**src/rtl/sss_pkg.sv**
```systemverilog
package sss_pkg;
    localparam int DATA_W = 64;
    localparam int CHK_W  = 8;
    localparam int WORD_W = DATA_W + CHK_W;
    localparam int HALF_W = DATA_W / 2;
    localparam int HAM_W  = CHK_W - 1;

    typedef enum logic [1:0] {
        ST_IDLE,
        ST_READ,
        ST_CMP,
        ST_WRITE
    } sss_state_t;

    // Hamming check bits over the data word plus an overall parity bit.
    function automatic logic [CHK_W-1:0] sss_check_bits(input logic [DATA_W-1:0] d);
        logic [CHK_W-1:0] c;
        int               pos;
        c   = '0;
        pos = 2;
        for (int i = 0; i < DATA_W; i++) begin
            pos = pos + 1;
            if ((pos & (pos - 1)) == 0) pos = pos + 1;
            for (int b = 0; b < HAM_W; b++) begin
                if (pos[b]) c[b] = c[b] ^ d[i];
            end
        end
        c[CHK_W-1] = (^d) ^ (^c[HAM_W-1:0]);
        return c;
    endfunction
endpackage

```
**src/rtl/sss_ecc_enc.sv**
```systemverilog
module sss_ecc_enc
    import sss_pkg::*;
(
    input  logic [DATA_W-1:0] data,
    output logic [WORD_W-1:0] word
);
    always_comb begin
        word = {sss_check_bits(data), data};
    end
endmodule

```
**src/rtl/sss_ecc_det.sv**
```systemverilog
module sss_ecc_det
    import sss_pkg::*;
(
    input  logic [WORD_W-1:0] word,
    output logic              err
);
    logic [CHK_W-1:0] recomputed;
    logic [HAM_W-1:0] syndrome;
    logic             parity_odd;

    always_comb begin
        recomputed = sss_check_bits(word[DATA_W-1:0]);
        syndrome   = recomputed[HAM_W-1:0] ^ word[DATA_W+HAM_W-1:DATA_W];
        parity_odd = ^word;
        err        = (|syndrome) | parity_odd;
    end
endmodule

```
**src/rtl/sss_merge.sv**
```systemverilog
module sss_merge
    import sss_pkg::*;
#(
    parameter int LANES = 2
) (
    input  logic [DATA_W-1:0] old_word,
    input  logic [HALF_W-1:0] new_half,
    input  logic              sel,
    output logic [DATA_W-1:0] merged,
    output logic              same
);
    logic [LANES-1:0] lane_eq;

    for (genvar g = 0; g < LANES; g++) begin : g_lane
        always_comb begin
            lane_eq[g] = (old_word[g*HALF_W +: HALF_W] == new_half);
            merged[g*HALF_W +: HALF_W] = (int'(sel) == g) ? new_half
                                                          : old_word[g*HALF_W +: HALF_W];
        end
    end

    always_comb begin
        same = lane_eq[sel];
    end
endmodule

```
**src/rtl/silent_store_squasher.sv**
```systemverilog
module silent_store_squasher
    import sss_pkg::*;
#(
    parameter int ADDR_W = 4,
    parameter int CNT_W  = 16
) (
    input  logic              clk,
    input  logic              rst_n,
    input  logic              req_valid,
    output logic              req_ready,
    input  logic [ADDR_W:0]   req_addr,
    input  logic [63:0]       req_data,
    input  logic              req_size,
    output logic              done,
    output logic              squash,
    output logic              ecc_err,
    output logic              mem_en,
    output logic              mem_we,
    output logic [ADDR_W-1:0] mem_addr,
    output logic [71:0]       mem_wdata,
    input  logic [71:0]       mem_rdata,
    output logic [CNT_W-1:0]  squash_cnt,
    output logic [CNT_W-1:0]  write_cnt
);
    sss_state_t        state_q, state_d;
    logic [ADDR_W-1:0] waddr_q;
    logic              sel_q;
    logic [HALF_W-1:0] half_q;
    logic [DATA_W-1:0] wdata_q;
    logic [DATA_W-1:0] merged;
    logic              same_half;
    logic              rd_err;
    logic              silent;
    logic              accept;
    logic [WORD_W-1:0] enc_word;

    sss_ecc_enc u_enc (
        .data (wdata_q),
        .word (enc_word)
    );

    sss_ecc_det u_det (
        .word (mem_rdata),
        .err  (rd_err)
    );

    sss_merge #(.LANES(2)) u_merge (
        .old_word (mem_rdata[DATA_W-1:0]),
        .new_half (half_q),
        .sel      (sel_q),
        .merged   (merged),
        .same     (same_half)
    );

    assign accept = req_valid && req_ready;
    assign silent = same_half && !rd_err;

    // State register
    always_ff @(posedge clk) begin
        if (!rst_n) begin
            state_q <= ST_IDLE;
        end else begin
            state_q <= state_d;
        end
    end

    // Next state
    always_comb begin
        state_d = state_q;
        unique case (state_q)
            ST_IDLE:  if (accept) state_d = req_size ? ST_WRITE : ST_READ;
            ST_READ:  state_d = ST_CMP;
            ST_CMP:   state_d = silent ? ST_IDLE : ST_WRITE;
            ST_WRITE: state_d = ST_IDLE;
            default:  state_d = ST_IDLE;
        endcase
    end

    // Outputs
    always_comb begin
        req_ready = 1'b0;
        done      = 1'b0;
        squash    = 1'b0;
        ecc_err   = 1'b0;
        mem_en    = 1'b0;
        mem_we    = 1'b0;
        mem_addr  = waddr_q;
        mem_wdata = enc_word;
        unique case (state_q)
            ST_IDLE:  req_ready = 1'b1;
            ST_READ:  mem_en = 1'b1;
            ST_CMP: begin
                ecc_err = rd_err;
                squash  = silent;
                done    = silent;
            end
            ST_WRITE: begin
                mem_en = 1'b1;
                mem_we = 1'b1;
                done   = 1'b1;
            end
            default: ;
        endcase
    end

    // Request capture and merge register
    always_ff @(posedge clk) begin
        if (!rst_n) begin
            waddr_q <= '0;
            sel_q   <= 1'b0;
            half_q  <= '0;
            wdata_q <= '0;
        end else if (accept) begin
            waddr_q <= req_addr[ADDR_W:1];
            sel_q   <= req_addr[0];
            half_q  <= req_data[HALF_W-1:0];
            wdata_q <= req_data;
        end else if (state_q == ST_CMP) begin
            wdata_q <= merged;
        end
    end

    // Outcome counters
    always_ff @(posedge clk) begin
        if (!rst_n) begin
            squash_cnt <= '0;
            write_cnt  <= '0;
        end else if (done) begin
            if (squash) squash_cnt <= squash_cnt + 1'b1;
            else        write_cnt  <= write_cnt + 1'b1;
        end
    end

    AST_ACCEPT_ACTS: assert property (@(posedge clk) disable iff (!rst_n)
        accept |=> mem_en && !req_ready);
    AST_READ_THEN_QUIET: assert property (@(posedge clk) disable iff (!rst_n)
        (mem_en && !mem_we) |=> !mem_en && !req_ready);
    AST_SQUASH_AFTER_READ: assert property (@(posedge clk) disable iff (!rst_n)
        squash |-> $past(mem_en && !mem_we));
    AST_SQUASH_NO_WRITE: assert property (@(posedge clk) disable iff (!rst_n)
        squash |=> req_ready && !mem_en);
    AST_WRITE_SAME_WORD: assert property (@(posedge clk) disable iff (!rst_n)
        (mem_we && $past(mem_en && !mem_we, 2)) |-> mem_addr == $past(mem_addr, 2));
    AST_BUSY_NOT_READY: assert property (@(posedge clk) disable iff (!rst_n)
        mem_en |-> !req_ready);
    AST_SQUASH_COUNT: assert property (@(posedge clk) disable iff (!rst_n)
        squash |=> squash_cnt == $past(squash_cnt) + 1'b1);
    AST_WRITE_COUNT: assert property (@(posedge clk) disable iff (!rst_n)
        (done && !squash) |=> write_cnt == $past(write_cnt) + 1'b1);
endmodule

```
**config.mk**
```make
export PLATFORM = sky130hd
export DESIGN_NAME = silent_store_squasher
export DESIGN_NICKNAME = d
export VERILOG_FILES = /design/src/rtl/sss_pkg.sv /design/src/rtl/sss_ecc_enc.sv /design/src/rtl/sss_ecc_det.sv /design/src/rtl/sss_merge.sv /design/src/rtl/silent_store_squasher.sv
export SDC_FILE = /design/constraint.sdc
export NUM_CORES = 1
export LEC_CHECK = 0
export ABC_CLOCK_PERIOD_IN_PS = 7650
export BUFFER_PORTS_ARGS = -buffer_cell sky130_fd_sc_hd__buf_2
export CAP_MARGIN = 20
export CORE_MARGIN = 5
export CORE_UTILIZATION = 59
export CTS_BUF_LIST = sky130_fd_sc_hd__clkbuf_16
export DETAILED_ROUTE_END_ITERATION = 8
export PLACE_DENSITY = 0.88
export RECOVER_POWER = 25
export SYNTH_ARGS = -nofsm -noshare
export SYNTH_HDL_FRONTEND = slang
export SYNTH_HIERARCHICAL = 1
export SYNTH_SLANG_ARGS = --single-unit
```
**constraint.sdc**
```tcl
create_clock -name clk -period 7.65 [get_ports clk]
set_input_delay 1.53 -clock clk [delete_from_list [all_inputs] [get_ports clk]]
set_output_delay 1.53 -clock clk [all_outputs]
set_load 0.05 [all_outputs]
```
== After elaboration in Yosys (flattened, before gate mapping) ==
Index checks and enable logic that the tools add are counted.

* Register bits: 135
* Output and inout port bits: 114

* Add/subtract/negate cells: 2
* Order comparisons: 1
* Eq/ne operators: 6
* Mux-type cells: 16
* Bitwise operators: 400
* Reductions and logical operators: 12

{| class="wikitable"
|+ Operators with widths
! cell !! number
|-
| XOR 1 bit || 397
|-
| two-way mux 64 bit || 2
|-
| parity 72 bit || 1
|-
| == test 32 bit || 2
|-
| two-way mux 32 bit || 2
|-
| parity 64 bit || 1
|-
| adder 16 x 1 -> 16 bit, second input constant || 2
|-
| case mux 2 bit (4 select lines) || 1
|-
| two-way mux 1 bit || 7
|-
| OR reduction 7 bit || 1
|-
| parity 7 bit || 1
|-
| XOR 7 bit || 1
|-
| two-way mux 2 bit || 3
|-
| == test 2 bit, second input constant || 2
|-
| AND reduction 2 bit || 2
|-
| == test 2 x 1 -> 1 bit, second input constant || 1
|-
| logical AND 1 bit || 2
|-
| logical NOT 2 bit || 1
|-
| < comparator 1 x 2 -> 1 bit, second input constant || 1
|-
| != test 2 bit, second input constant || 1
|-
| case mux 1 bit (2 select lines) || 1
|-
| nonzero test 2 bit || 1
|-
| OR reduction 2 bit || 1
|-
| logical NOT 1 bit || 1
|-
| other kinds (2) || 2
|}

== Longest topological paths before layout ==
Gate-level depths: netlist of run 1.

* Depth after elaboration: 42
* Depth in mapped cells: 13

== Modules after synthesis ==
Netlist of run 1, hierarchy kept.

{| class="wikitable"
|+ By module, submodules not included
! module !! instances !! cells each !! area an instance (um2) !! sequential area each (um2)
|-
| silent_store_squasher || 1 || 627 || 5355.1 || 2702.6
|-
| sss_ecc_enc || 1 || 182 || 1865.5 || 0.0
|-
| sss_merge || 1 || 150 || 1471.4 || 0.0
|-
| sss_ecc_det || 1 || 127 || 1430.1 || 0.0
|}

== Worst setup path before layout of run 1 ==
Ideal clock, no wire load.

* Path type: input-to-output
* From: in mem_rdata[44]
* To: out squash
* Arrival time: 4037 ps
* Data required time: 6120 ps
* Slack: 2083 ps
* Stages on the path: 10
* Path through: xnor3_2 xnor3_1 xnor2_1 xnor3_1 or2_2 mux2i_1 nand4_1 nand4bb_1 inv_1 buf_2

* Word-level cells in the longest chain between the ends: 19
* Elaborated cells on any way between the ends: 58
* Classes of those cells: 1 x eq/ne; 3 x mux; 50 x bitwise; 4 x reduce/logical

{| class="wikitable"
|+ RTL lines
! what !! RTL line !! RTL
|-
| start: declaration || silent_store_squasher.sv:21 || <nowiki>input logic [71:0] mem_rdata,</nowiki>
|-
| XOR 1 bit (13 in series) || sss_pkg.sv:25 || <nowiki>if (pos[b]) c[b] = c[b] ^ d[i];</nowiki>
|-
| XOR 7 bit || sss_ecc_det.sv:13 || <nowiki>syndrome = recomputed[HAM_W-1:0] ^ word[DATA_W+HAM_W-1:DATA_W];</nowiki>
|-
| OR reduction 7 bit || sss_ecc_det.sv:15 || <nowiki>err = (|syndrome) | parity_odd;</nowiki>
|-
| OR 1 bit * || sss_ecc_det.sv:15 ||
|-
| net rd_err || silent_store_squasher.sv:32 || <nowiki>logic rd_err;</nowiki>
|-
| logical NOT 1 bit * || silent_store_squasher.sv:56 || <nowiki>assign silent = same_half && !rd_err;</nowiki>
|-
| logical AND 1 bit * || silent_store_squasher.sv:56 ||
|-
| two-way mux 1 bit * || silent_store_squasher.sv:89 || <nowiki>unique case (state_q)</nowiki>
|-
| end: declaration || silent_store_squasher.sv:15 || <nowiki>output logic squash,</nowiki>
|}

The timed path passes the listed nets; every way through them passes the cells marked *. The select of a mux whose other input is x is not followed.

== Worst setup path after layout of run 1 ==
* From: in mem_rdata[21]
* To: out squash

* Word-level cells in the longest chain between the ends: 29
* Elaborated cells on any way between the ends: 98
* Classes of those cells: 1 x eq/ne; 3 x mux; 90 x bitwise; 4 x reduce/logical

{| class="wikitable"
|+ RTL lines
! what !! RTL line
|-
| XOR 1 bit (23 in series) || sss_pkg.sv:25
|-
| XOR 7 bit || sss_ecc_det.sv:13
|-
| OR reduction 7 bit || sss_ecc_det.sv:15
|-
| OR 1 bit * || sss_ecc_det.sv:15
|-
| net rd_err || silent_store_squasher.sv:32
|-
| logical NOT 1 bit * || silent_store_squasher.sv:56
|-
| logical AND 1 bit * || silent_store_squasher.sv:56
|-
| two-way mux 1 bit * || silent_store_squasher.sv:89
|}

Marks and branches as above.

==> results of run 1 <==
==> metal layers <==
layer  global-route usage (%)  up-vias
met5                        0        -
li1                         -     3969
met3                     7.72      105
met1                     38.3     4004
met2                     50.1      560
met4                     18.0        2
==> power by group <==
part	internal (uW)	switching (uW)	leakage, uW	total, uW
registers	754	82.8	0.00110	836
logic	1140	1630	0.00342	2770
clock network	542	317	0.000311	859
==> area by class of cell <==
class / instances / area (um2) / share of cell area [%]
Timing Repair Buffer: 265 / 1320 / 11.4
Multi-Input combinational cell: 825 / 6670 / 57.5
Tap cell: 220 / 275 / 2.37
Clock buffer: 17 / 425 / 3.67
Clock inverter: 15 / 186 / 1.61
Sequential cell: 135 / 2710 / 23.3
Inverter: 4 / 16.3 / 0.140
==> Yosys cell counts (3+ instances only) <==
cell type and n:
sky130_fd_sc_hd__mux2i_1 35, sky130_fd_sc_hd__or3_1 7, sky130_fd_sc_hd__clkbuf_1 36, sky130_fd_sc_hd__a22oi_1 32, sky130_fd_sc_hd__buf_2 15, sky130_fd_sc_hd__nor2_1 25
sky130_fd_sc_hd__xnor3_1 32, sky130_fd_sc_hd__and2_1 3, sky130_fd_sc_hd__nand4_1 14, sky130_fd_sc_hd__dfxtp_1 135, sky130_fd_sc_hd__xnor2_2 5, sky130_fd_sc_hd__xor3_1 5
sky130_fd_sc_hd__nand2_1 157, sky130_fd_sc_hd__buf_6 3, sky130_fd_sc_hd__a21oi_1 114, sky130_fd_sc_hd__xor2_1 49, sky130_fd_sc_hd__buf_1 3, sky130_fd_sc_hd__xnor2_1 184
sky130_fd_sc_hd__xnor3_2 4, sky130_fd_sc_hd__buf_4 64, sky130_fd_sc_hd__mux2_2 96, sky130_fd_sc_hd__nand3_1 10, sky130_fd_sc_hd__o21ai_0 7, sky130_fd_sc_hd__and4_1 6
sky130_fd_sc_hd__nor4_1 10, sky130_fd_sc_hd__inv_1 3
==> worst min path at each step <==
| stage | start | slack, ns | to |
|---|---|---|---|
| final | mem_addr[0]$_SDFFE_PN0P_ | 0.46 | mem_addr[0]$_SDFFE_PN0P_ |
| after global routing | mem_addr[1]$_SDFFE_PN0P_ | 0.48 | mem_addr[1]$_SDFFE_PN0P_ |
| after CTS | mem_addr[0]$_SDFFE_PN0P_ | 0.46 | mem_addr[0]$_SDFFE_PN0P_ |
| after detailed placement | mem_addr[0]$_SDFFE_PN0P_ | 0.45 | mem_addr[0]$_SDFFE_PN0P_ |
| after global placement | mem_addr[2]$_SDFFE_PN0P_ | 0.44 | mem_addr[2]$_SDFFE_PN0P_ |
| after floorplan | sel_q$_SDFFE_PN0P_ | 0.45 | sel_q$_SDFFE_PN0P_ |
==> kinds of logic (layout without fill, tap and decap cells) <==
| kind of cell | count (synthesis) | in the layout | share of synthesized area (%) |
|---|---|---|---|
| compound gates | 160 | 160 | 8.88 |
| xor+xnor | 285 | 285 | 31.6 |
| fa+ha+maj | 2 | 2 | 0.247 |
| buf+inv | 126 | 301 | 7.56 |
| flops | 135 | 135 | 26.7 |
| mux | 131 | 131 | 14.1 |
| simple gates | 247 | 247 | 10.9 |
==> stage by stage <==
stage,hold slack (ns),util [%],cells
detailed placement,0.447,65.9,1448
global placement,0.442,65.9,1448
CTS,0.455,69.6,1480
global route,0.478,69.5,1481
finish,0.457,69.5,1481
floorplan,0.449,-,1086
==> registers in the layout, indices dropped and copies added, names as in the netlist <==
signal,cells
wdata_q,64
half_q,32
squash_cnt,16
write_cnt,16
mem_addr,4
state_q,2
sel_q,1
==> worst min-delay path: stages, from the launching register on <==
cell and delay (ns):
sky130_fd_sc_hd__dfxtp_1 0.31, sky130_fd_sc_hd__nand2_1 0.05, sky130_fd_sc_hd__a21oi_1 0.05
==> out/results.txt, run 1 <==
run status - finished, final reports clean
vias - 8640
core region area - 16700 um2
cell area after layout - 11600 um2
total setup buffers inserted after CTS - 0
Initial Util - 60.6%
Die Y - 141 um
wl on met1 - 12000 um
wire per inst - 21.6 um
area after detailed placement - 11000 um2
Final Hold Vio Count - 0
maximum number of pins on one net before global-route repair - 102
category of cells accounting for the largest share of critical-path delay - XOR/XNOR gates
Die W - 141 um
proportion of synthesized chip area in sequential cells - 26.7%
Worst setup EP type - primary output
standard cell with the maximum stage delay on the critical path - sky130_fd_sc_hd__xnor3_2
CTS tree - built
clock root cell - sky130_fd_sc_hd__clkbuf_16
Fin Clk Skew - 0.00934 ns
final WL - 32000 um
commonest cells after routing, fill and taps aside - 228 x sky130_fd_sc_hd__buf_2, 184 x sky130_fd_sc_hd__xnor2_1, 156 x sky130_fd_sc_hd__nand2_1
number of levels in the clock H-tree - 4
final critical-path share of the clock period - 83.5%
count of instances resized after the clock tree is built - 0
capturing element of the worst setup path - squash
Fillers - 1285
post-synthesis sequential element count - 135
Post-Synthesis Cells - 1086
capture instance of the worst register-to-register path - squash_cnt[13]$_SDFFE_PN0P_
wire length of the first global-routing pass - 48000 um
Final HPWL DP - 24700 um
total of endpoints with negative setup slack in the final report - 0
overall power of the completed layout - 4470 uW
Total GRT Usage - 31.3%
clock slew seen by the registers of the worst setup and hold paths - 0.06 ns
asr flop ratio synth - 0%
total length of routed met3 wires - 3330 um
source-to-sink clock delay at the later pin of the worst-skew pair - 0.42 ns
dominant cells by area after synthesis - sky130_fd_sc_hd__dfxtp_1 27%, sky130_fd_sc_hd__xnor2_1 16%, sky130_fd_sc_hd__mux2_2 11%
uppermost layer routed - met5
clk buf depth - 2
TNS Setup - 0 ns
kind of critical path - input pin to primary output
count of warnings emitted by yosys - 6
sink count of the clock tree - 135
arrival time at the worst endpoint - 4.86 ns
cell area after technology mapping - 10100 um2
Distinct cells, synth - 49
Max Cap Viol - 0
number of buffer and inverter stages on the critical path - 3
Synth Flop Type - sky130_fd_sc_hd__dfxtp_1
leakage power - 0.00484 uW
fin. max-slew vios - 0
top cell type's share of synthesized area - 26.7%
top cell type by total area after synthesis - sky130_fd_sc_hd__dfxtp_1
Ports - 259
number of stages on the worst setup path - 11
r2r setup slk - 3.69 ns
Max-slew headroom - 20.4%
unrepaired setup endpoints after global routing - no
Total Nets Final - 1395
post-synthesis net count - 1233
Routability Congestion - 0.990
number of global-route vias before repair - 8443
fmax - 157 MHz
cell breakdown of the critical path - buf_2, xnor2_2, xnor3_2, xnor2_2, xnor3_1, or2_0, mux2i_1, nand4_1, nand4bb_1, inv_1, buf_2
initial antenna violation count - 1
initial detailed-routing violation count - 757
antenna diode instance count - 0
required time of the critical path - 6.12 ns
worst slack at placement - 1.35 ns
post-layout min period - 6.39 ns
remaining global-route overflow - 0
count of flip-flops with a built-in enable after synthesis - 0
areal power density over the cells - 385 nW/um2
routed wire length on met2 - 14800 um
die outline area - 19900 um2
Setup crit start kind - input pin
most frequent standard cell in the layout excluding fill and tap cells - sky130_fd_sc_hd__buf_2
Setup crit start - mem_rdata[21]
measured slew at the worst slew-check pin - 1.19 ns
reg-to-reg startpoint - sel_q$_SDFFE_PN0P_
first drt pass iteration count - 5
average vias per placed instance - 5.83
Post-CTS Hold Fix Bufs - 0
number of design rule violations left after detail routing - 0
TritonCTS buffer count - 17
Antenna Violating Nets Remaining - 0
worst setup margin - 1.26 ns
Syn Area/Cell - 9.32 um2
largest driver fanout on the critical path - 14
layout cells sized above 1 - 30.5%
area growth from synthesis to final layout - 14.6%
critical path's largest stage delay - 0.53 ns
standard-cell row count - 47
number of cells on the worst hold path - 2
Hold WC Path Type - flop to flop
cell count of the worst reg-to-reg path - 11
Port-buffer cells - 258
worst IR drop on VDD - 0.000748 V
No activity file was read; power rests on OpenSTA's default activity.
==> run 2: changes to the inputs <==
--- a/config.mk
+++ b/config.mk
@@ -5,14 +5,14 @@
 export SDC_FILE = /design/constraint.sdc
 export NUM_CORES = 1
 export LEC_CHECK = 0
-export ABC_CLOCK_PERIOD_IN_PS = 7650
+export ABC_CLOCK_PERIOD_IN_PS = 6100
 export BUFFER_PORTS_ARGS = -buffer_cell sky130_fd_sc_hd__buf_2
 export CAP_MARGIN = 20
 export CORE_MARGIN = 5
-export CORE_UTILIZATION = 59
+export CORE_UTILIZATION = 55
 export CTS_BUF_LIST = sky130_fd_sc_hd__clkbuf_16
 export DETAILED_ROUTE_END_ITERATION = 8
-export PLACE_DENSITY = 0.88
+export PLACE_DENSITY = 0.82
 export RECOVER_POWER = 25
 export SYNTH_ARGS = -nofsm -noshare
 export SYNTH_HDL_FRONTEND = slang
==> constraint.sdc (replaced) <==
create_clock -name clk -period 6.1 [get_ports clk]
set_input_delay 1.22 -clock clk [delete_from_list [all_inputs] [get_ports clk]]
set_output_delay 1.22 -clock clk [all_outputs]
set_load 0.05 [all_outputs]
==> out/results.txt, run 2 (same netlist as run 1, synthesis figures left out) <==
run status - complete, but fails checks
failing checks - max-capacitance violations, max-slew violations
commonest cells after routing, fill and taps aside - 226 x sky130_fd_sc_hd__buf_2, 184 x sky130_fd_sc_hd__xnor2_1, 156 x sky130_fd_sc_hd__nand2_1
Worst setup EP type - primary output
Register Area - 2710 um2 (unchanged)
source-to-sink clock delay at the later pin of the worst-skew pair - 0.42 ns (about the same)
maximum number of pins on one net before global-route repair - 76 (-25%)
initial detailed-routing violation count - 842 (+11%)
final critical-path share of the clock period - 89.7%
count of instances resized after the clock tree is built - 0 (unchanged)
TNS Setup - 0 ns (unchanged)
antenna diode instance count - 0 (unchanged)
biggest registers after layout - wdata_q x64, half_q x32
category of cells accounting for the largest share of critical-path delay - XOR/XNOR gates
post-layout min period - 5.47 ns
worst IR drop on VDD - 0.00123 V (+64%)
core region area - 18000 um2 (+7.9%)
final WL - 32900 um (+2.6%)
critical path's largest stage delay - 0.52 ns (about the same)
Port-buffer cells - 258 (unchanged)
Routability Congestion - 0.933 (-5.7%)
largest driver fanout on the critical path - 5 (-9)
required time of the critical path - 4.88 ns (-1.24 ns)
Hold WC Path Type - flop to flop
wire per inst - 22.1 um (+1.9%)
Die W - 146 um (+3.3%)
max reg flops - 64 (unchanged)
cell breakdown of the critical path - buf_2, xnor2_2, xnor3_2, xnor2_2, xnor3_1, or2_0, mux2i_1, nand4_1, nand4bb_1, inv_1, buf_2
clock slew seen by the registers of the worst setup and hold paths - 0.06 ns (about the same)
register with the most flip-flops - wdata_q
Fin Clk Skew - 0.0147 ns (+0.00532 ns)
Max Cap Viol - 1 (+1)
arrival time at the worst endpoint - 4.25 ns (-0.61 ns)
number of buffer and inverter stages on the critical path - 3 (unchanged)
area growth from synthesis to final layout - 14.9%
kind of critical path - input pin to primary output
leakage power - 0.00483 uW (about the same)
measured slew at the worst slew-check pin - 2.09 ns (+0.904 ns)
total setup buffers inserted after CTS - 0 (unchanged)
total of endpoints with negative setup slack in the final report - 0 (unchanged)
number of global-route vias before repair - 8251 (-2.3%)
average vias per placed instance - 5.68 (-2.7%)
die outline area - 21200 um2 (+6.7%)
standard-cell row count - 49 (+4.3%)
layout cells sized above 1 - 30.1% (-0.32 points)
overall power of the completed layout - 5610 uW (+26%)
Final Hold Vio Count - 0 (unchanged)
first drt pass iteration count - 5 (unchanged)
TritonCTS buffer count - 17 (unchanged)
most utilized layer in the global route result - met2
Total Nets Final - 1395 (unchanged)
remaining global-route overflow - 0 (unchanged)
Total GRT Usage - 29.5% (-1.7 points)
CTS tree - built
wire length of the first global-routing pass - 48800 um (+1.6%)
areal power density over the cells - 482 nW/um2 (+25%)
number of levels in the clock H-tree - 4 (unchanged)
Max-slew headroom - -40.2% (-61 points)
Initial Util - 56.2% (-4.5 points)
Die Y - 146 um (+3.3%)
Post-CTS Hold Fix Bufs - 0 (unchanged)
sink count of the clock tree - 135 (unchanged)
GR Util met2 - 48.2% (-1.9 points)
Antenna Violating Nets Remaining - 0 (unchanged)
worst setup margin - 0.630 ns (-0.633 ns)
number of design rule violations left after detail routing - 0 (unchanged)
clock root cell - sky130_fd_sc_hd__clkbuf_16
unrepaired setup endpoints after global routing - no
Ports - 259 (unchanged)
global routing met1 resource utilization - 37.5% (-0.86 points)
Fillers - 1507 (+17%)
initial antenna violation count - 1 (unchanged)
most frequent standard cell in the layout excluding fill and tap cells - sky130_fd_sc_hd__buf_2
fmax - 183 MHz
vias - 8460 (-2.1%)
fin. max-slew vios - 62 (+62)
worst slack at placement - 0.689 ns (-0.660 ns)
standard cell with the maximum stage delay on the critical path - sky130_fd_sc_hd__xnor3_2
met3 global-route usage - 7.19% (-0.53 points)
Multi-input gate area - 6670 um2 (unchanged)
Setup crit start kind - input pin
clk buf depth - 2 (unchanged)
Final HPWL DP - 25600 um (+3.6%)
==> run 2: changes by cell type in the layout (fill, tap and decap cells not counted) <==
cell,before,now
sky130_fd_sc_hd__clkinv_2,4,1
sky130_fd_sc_hd__buf_2,228,226
sky130_fd_sc_hd__clkbuf_1,30,32
sky130_fd_sc_hd__clkinv_1,1,3
sky130_fd_sc_hd__bufinv_16,4,5
sky130_fd_sc_hd__clkinv_4,3,2
sky130_fd_sc_hd__inv_6,1,2
==> run 2: through the flow <==
stage,utilization (%),instance area (um2),hold WS (ns),std cells
after CTS,64.8,11700,0.456,1490
final,64.5,11600,0.457,1490
after detailed placement,61.2,11000,0.447,1458
after global routing,64.5,11600,0.483,1490
after floorplan,-,10100,0.449,1086
after global placement,61.2,11000,0.440,1458
==> run 2: power breakdown <==
part | switching (uW) | internal (uW) | leakage (uW)
sequential | 108 | 945 | 0.00110
clock | 401 | 721 | 0.000317
combinational | 2000 | 1430 | 0.00341
==> run 2: final timing paths <==
kind | startpoint | to | slack [ns] | cells past startpoint
setup / recovery | mem_rdata[21] | squash | 0.63 | 11
hold / removal | mem_addr[0]$_SDFFE_PN0P_ | mem_addr[0]$_SDFFE_PN0P_ | 0.46 | 2
setup reg to reg | sel_q$_SDFFE_PN0P_ | squash_cnt[13]$_SDFFE_PN0P_ | 2.21 | 12
hold reg to reg | mem_addr[0]$_SDFFE_PN0P_ | mem_addr[0]$_SDFFE_PN0P_ | 0.46 | 2
==> run 2: cell type report <==
class | count | share of cell area [%]
Clock buffer | 17 | 3.66
Clock inverter | 15 | 1.80
Inverter | 4 | 0.140
Multi-Input combinational cell | 825 | 57.4
Sequential cell | 135 | 23.3
Tap cell | 229 | 2.46
Timing Repair Buffer | 265 | 11.3
==> run 2: worst reg2reg max path, stage by stage, from the launching register on <==
cell and delay [ns]:
sky130_fd_sc_hd__dfxtp_4 0.83, sky130_fd_sc_hd__buf_12 0.34, sky130_fd_sc_hd__mux2i_1 0.30, sky130_fd_sc_hd__xnor2_1 0.13, sky130_fd_sc_hd__nor4_1 0.41, sky130_fd_sc_hd__nand4_1 0.12
sky130_fd_sc_hd__nor2_1 0.28, sky130_fd_sc_hd__nand4bb_1 0.28, sky130_fd_sc_hd__inv_1 0.14, sky130_fd_sc_hd__buf_4 0.21, sky130_fd_sc_hd__nand2_1 0.12, sky130_fd_sc_hd__or4_1 0.47
sky130_fd_sc_hd__a21oi_1 0.14
==> run 2: layer usage <==
layer / vias to the layer above / routed length [um]
li1: 3961 / -
met1: 4035 / 13400
met2: 397 / 15500
met3: 65 / 2770
met4: 2 / 1230
met5: - / 13
==> run 3: changes to the inputs <==
--- a/config.mk
+++ b/config.mk
@@ -6,7 +6,7 @@
 export NUM_CORES = 1
 export LEC_CHECK = 0
 export ABC_CLOCK_PERIOD_IN_PS = 6100
-export BUFFER_PORTS_ARGS = -buffer_cell sky130_fd_sc_hd__buf_2
+export BUFFER_PORTS_ARGS = -buffer_cell sky130_fd_sc_hd__buf_4
 export CAP_MARGIN = 20
 export CORE_MARGIN = 5
 export CORE_UTILIZATION = 55
==> out/results.txt, run 3 (same netlist as run 1, synthesis figures left out) <==
number of global-route vias before repair - 8295 (+0.53%)
Worst setup EP type - primary output
max reg flops - 64 (unchanged)
Die Y - 146 um (unchanged)
number of levels in the clock H-tree - 4 (unchanged)
Fin Clk Skew - 0.00720 ns (-0.00746 ns)
capture instance of the worst register-to-register path - squash_cnt[13]$_SDFFE_PN0P_
r2r setup slk - 2.10 ns (-0.11 ns)
sink count of the clock tree - 135 (unchanged)
standard cell with the maximum stage delay on the critical path - sky130_fd_sc_hd__xnor3_1
largest driver fanout on the critical path - 5 (unchanged)
remaining global-route overflow - 0 (unchanged)
number of design rule violations left after detail routing - 0 (unchanged)
maximum number of pins on one net before global-route repair - 71 (-6.6%)
reg-to-reg startpoint - sel_q$_SDFFE_PN0P_
required time of the critical path - 4.88 ns (about the same)
Max Cap Viol - 1 (unchanged)
fin. max-slew vios - 67 (+8.1%)
count of instances resized after the clock tree is built - 0 (unchanged)
Initial Util - 56.2% (unchanged)
arrival time at the worst endpoint - 4.23 ns (-0.02 ns)
core occupancy in the finished layout - 67.9% (+3.4 points)
final critical-path share of the clock period - 89.4% (-0.31 points)
Ports - 259 (unchanged)
Max-slew headroom - -53.5% (-13 points)
total of endpoints with negative setup slack in the final report - 0 (unchanged)
global routing met1 resource utilization - 37.3% (-0.19 points)
wire per inst - 22.2 um (+0.82%)
total setup buffers inserted after CTS - 0 (unchanged)
leakage power - 0.00501 uW (+3.7%)
clk buf depth - 2 (unchanged)
met3 global-route usage - 9.19% (+2.0 points)
Final HPWL DP - 25900 um (+1.2%)
clock root cell - sky130_fd_sc_hd__clkbuf_16
standard-cell row count - 49 (unchanged)
CTS tree - built
post-layout min period - 5.45 ns (-0.0186 ns)
TNS Setup - 0 ns (unchanged)
final WL - 33100 um (+0.82%)
start point of the worst hold path - mem_addr[3]$_SDFFE_PN0P_
Multi-input gate area - 6670 um2 (unchanged)
critical path's largest stage delay - 0.47 ns (-0.05 ns)
failing checks - max-capacitance violations, max-slew violations
TritonCTS buffer count - 17 (unchanged)
Setup crit start kind - input pin
most utilized layer in the global route result - met2
most frequent standard cell in the layout excluding fill and tap cells - sky130_fd_sc_hd__buf_4
Post-CTS Hold Fix Bufs - 0 (unchanged)
first drt pass iteration count - 5 (unchanged)
core region area - 18000 um2 (unchanged)
Hold WC Path Type - flop to flop
run status - complete, but fails checks
cell count of the worst reg-to-reg path - 12 (unchanged)
areal power density over the cells - 478 nW/um2 (-0.97%)
commonest cells after routing, fill and taps aside - 244 x sky130_fd_sc_hd__buf_4, 184 x sky130_fd_sc_hd__xnor2_1, 156 x sky130_fd_sc_hd__nand2_1
number of cells on the worst hold path - 2 (unchanged)
Register Area - 2710 um2 (unchanged)
source-to-sink clock delay at the later pin of the worst-skew pair - 0.43 ns (about the same)
fmax - 183 MHz (+0.34%)
clock slew seen by the registers of the worst setup and hold paths - 0.06 ns (about the same)
antenna diode instance count - 0 (unchanged)
wire length of the first global-routing pass - 49300 um (+1.2%)
vias - 8530 (+0.83%)
Setup crit start - mem_rdata[1]
layout cells sized above 1 - 31.4% (+1.3 points)
Total GRT Usage - 30.0% (+0.54 points)
unrepaired setup endpoints after global routing - no
Final Hold Vio Count - 0 (unchanged)
Routability Congestion - 0.959 (+2.7%)
Antenna Violating Nets Remaining - 0 (unchanged)
area growth from synthesis to final layout - 20.9%
Port-buffer cells - 258 (unchanged)
biggest registers after layout - wdata_q x64, half_q x32
crit-path most repeated cell - sky130_fd_sc_hd__xnor3_1
die outline area - 21200 um2 (unchanged)
sink of the worst hold path - mem_addr[3]$_SDFFE_PN0P_
Total Nets Final - 1395 (unchanged)
kind of critical path - input pin to primary output
cell breakdown of the critical path - buf_4, xnor3_1, xnor3_1, xnor2_1, xnor3_1, or2_1, o21ai_1, nand4_1, nand4bb_1, inv_1, buf_4
initial detailed-routing violation count - 736 (-13%)
Fillers - 1447 (-4.0%)
GR Util met2 - 48.3% (+0.11 points)
register with the most flip-flops - wdata_q
worst IR drop on VDD - 0.00153 V (+25%)
average vias per placed instance - 5.72 (+0.83%)
measured slew at the worst slew-check pin - 2.29 ns (+0.199 ns)
initial antenna violation count - 0 (-1)
Die W - 146 um (unchanged)
## run 3: cell types whose count changed in the layout (fill, tap and decap cells not counted), sizes merged
cell,previous run,this run
clkbuf,49,37
clkinvlp,1,2
bufinv,5,4
clkinv,6,7
inv,7,6
buf,233,245
## run 3: where the power goes
part | internal [uW] | switching, uW | leakage (uW)
combinational | 1630 | 2050 | 0.00360
clock | 685 | 422 | 0.000307
sequential | 945 | 108 | 0.00110
total | 3260 | 2580 | 0.00501
## run 3: metal layers
layer  vias to the layer above  wire [um]
met5                         -          0
met4                         0       1470
met3                        76       3050
met2                       427      15400
met1                      4056      13200
li1                       3971          -
## run 3: how the worst max path moves through the flow
| stage | cells past startpoint | endpoint |
|---|---|---|
| CTS | 11 | squash |
| global placement | 11 | squash |
| global route | 11 | squash |
| detailed placement | 11 | squash |
| floorplan | 10 | squash |
| finish | 11 | squash |
## run 3: critical path, delay by kind of cell
family	cells	cell delay (ns)
xor gates and xnor gates	4	1.38
and+or+nand+nor	3	0.94
buffers and inverters	3	0.50
AOI/OAI and AO/OA	1	0.17
## run 3: layout make-up
cell class,count,share of cell area [%]
clock buffers,17,3.48
clock inverters,15,1.65
inverters,4,0.133
multi-input cells,825,54.5
flip-flops and latches,135,22.1
well taps,229,2.34
repair buffers,265,15.8
## run 3: through the flow
stage | power, uW | hold WS (ns) | setup WS, ns | instance area, um2 | std cells
6_report | 5850 | 0.457 | 0.649 | 12200 | 1490
5_1_grt | 6040 | 0.473 | 0.517 | 12200 | 1490
4_1_cts | 5870 | 0.458 | 0.734 | 12300 | 1490
3_5_place_dp | 4750 | 0.449 | 0.754 | 11700 | 1458
3_3_place_gp | 4730 | 0.444 | 0.793 | 11700 | 1458
2_1_floorplan | 3560 | 0.449 | 1.15 | 10100 | 1086
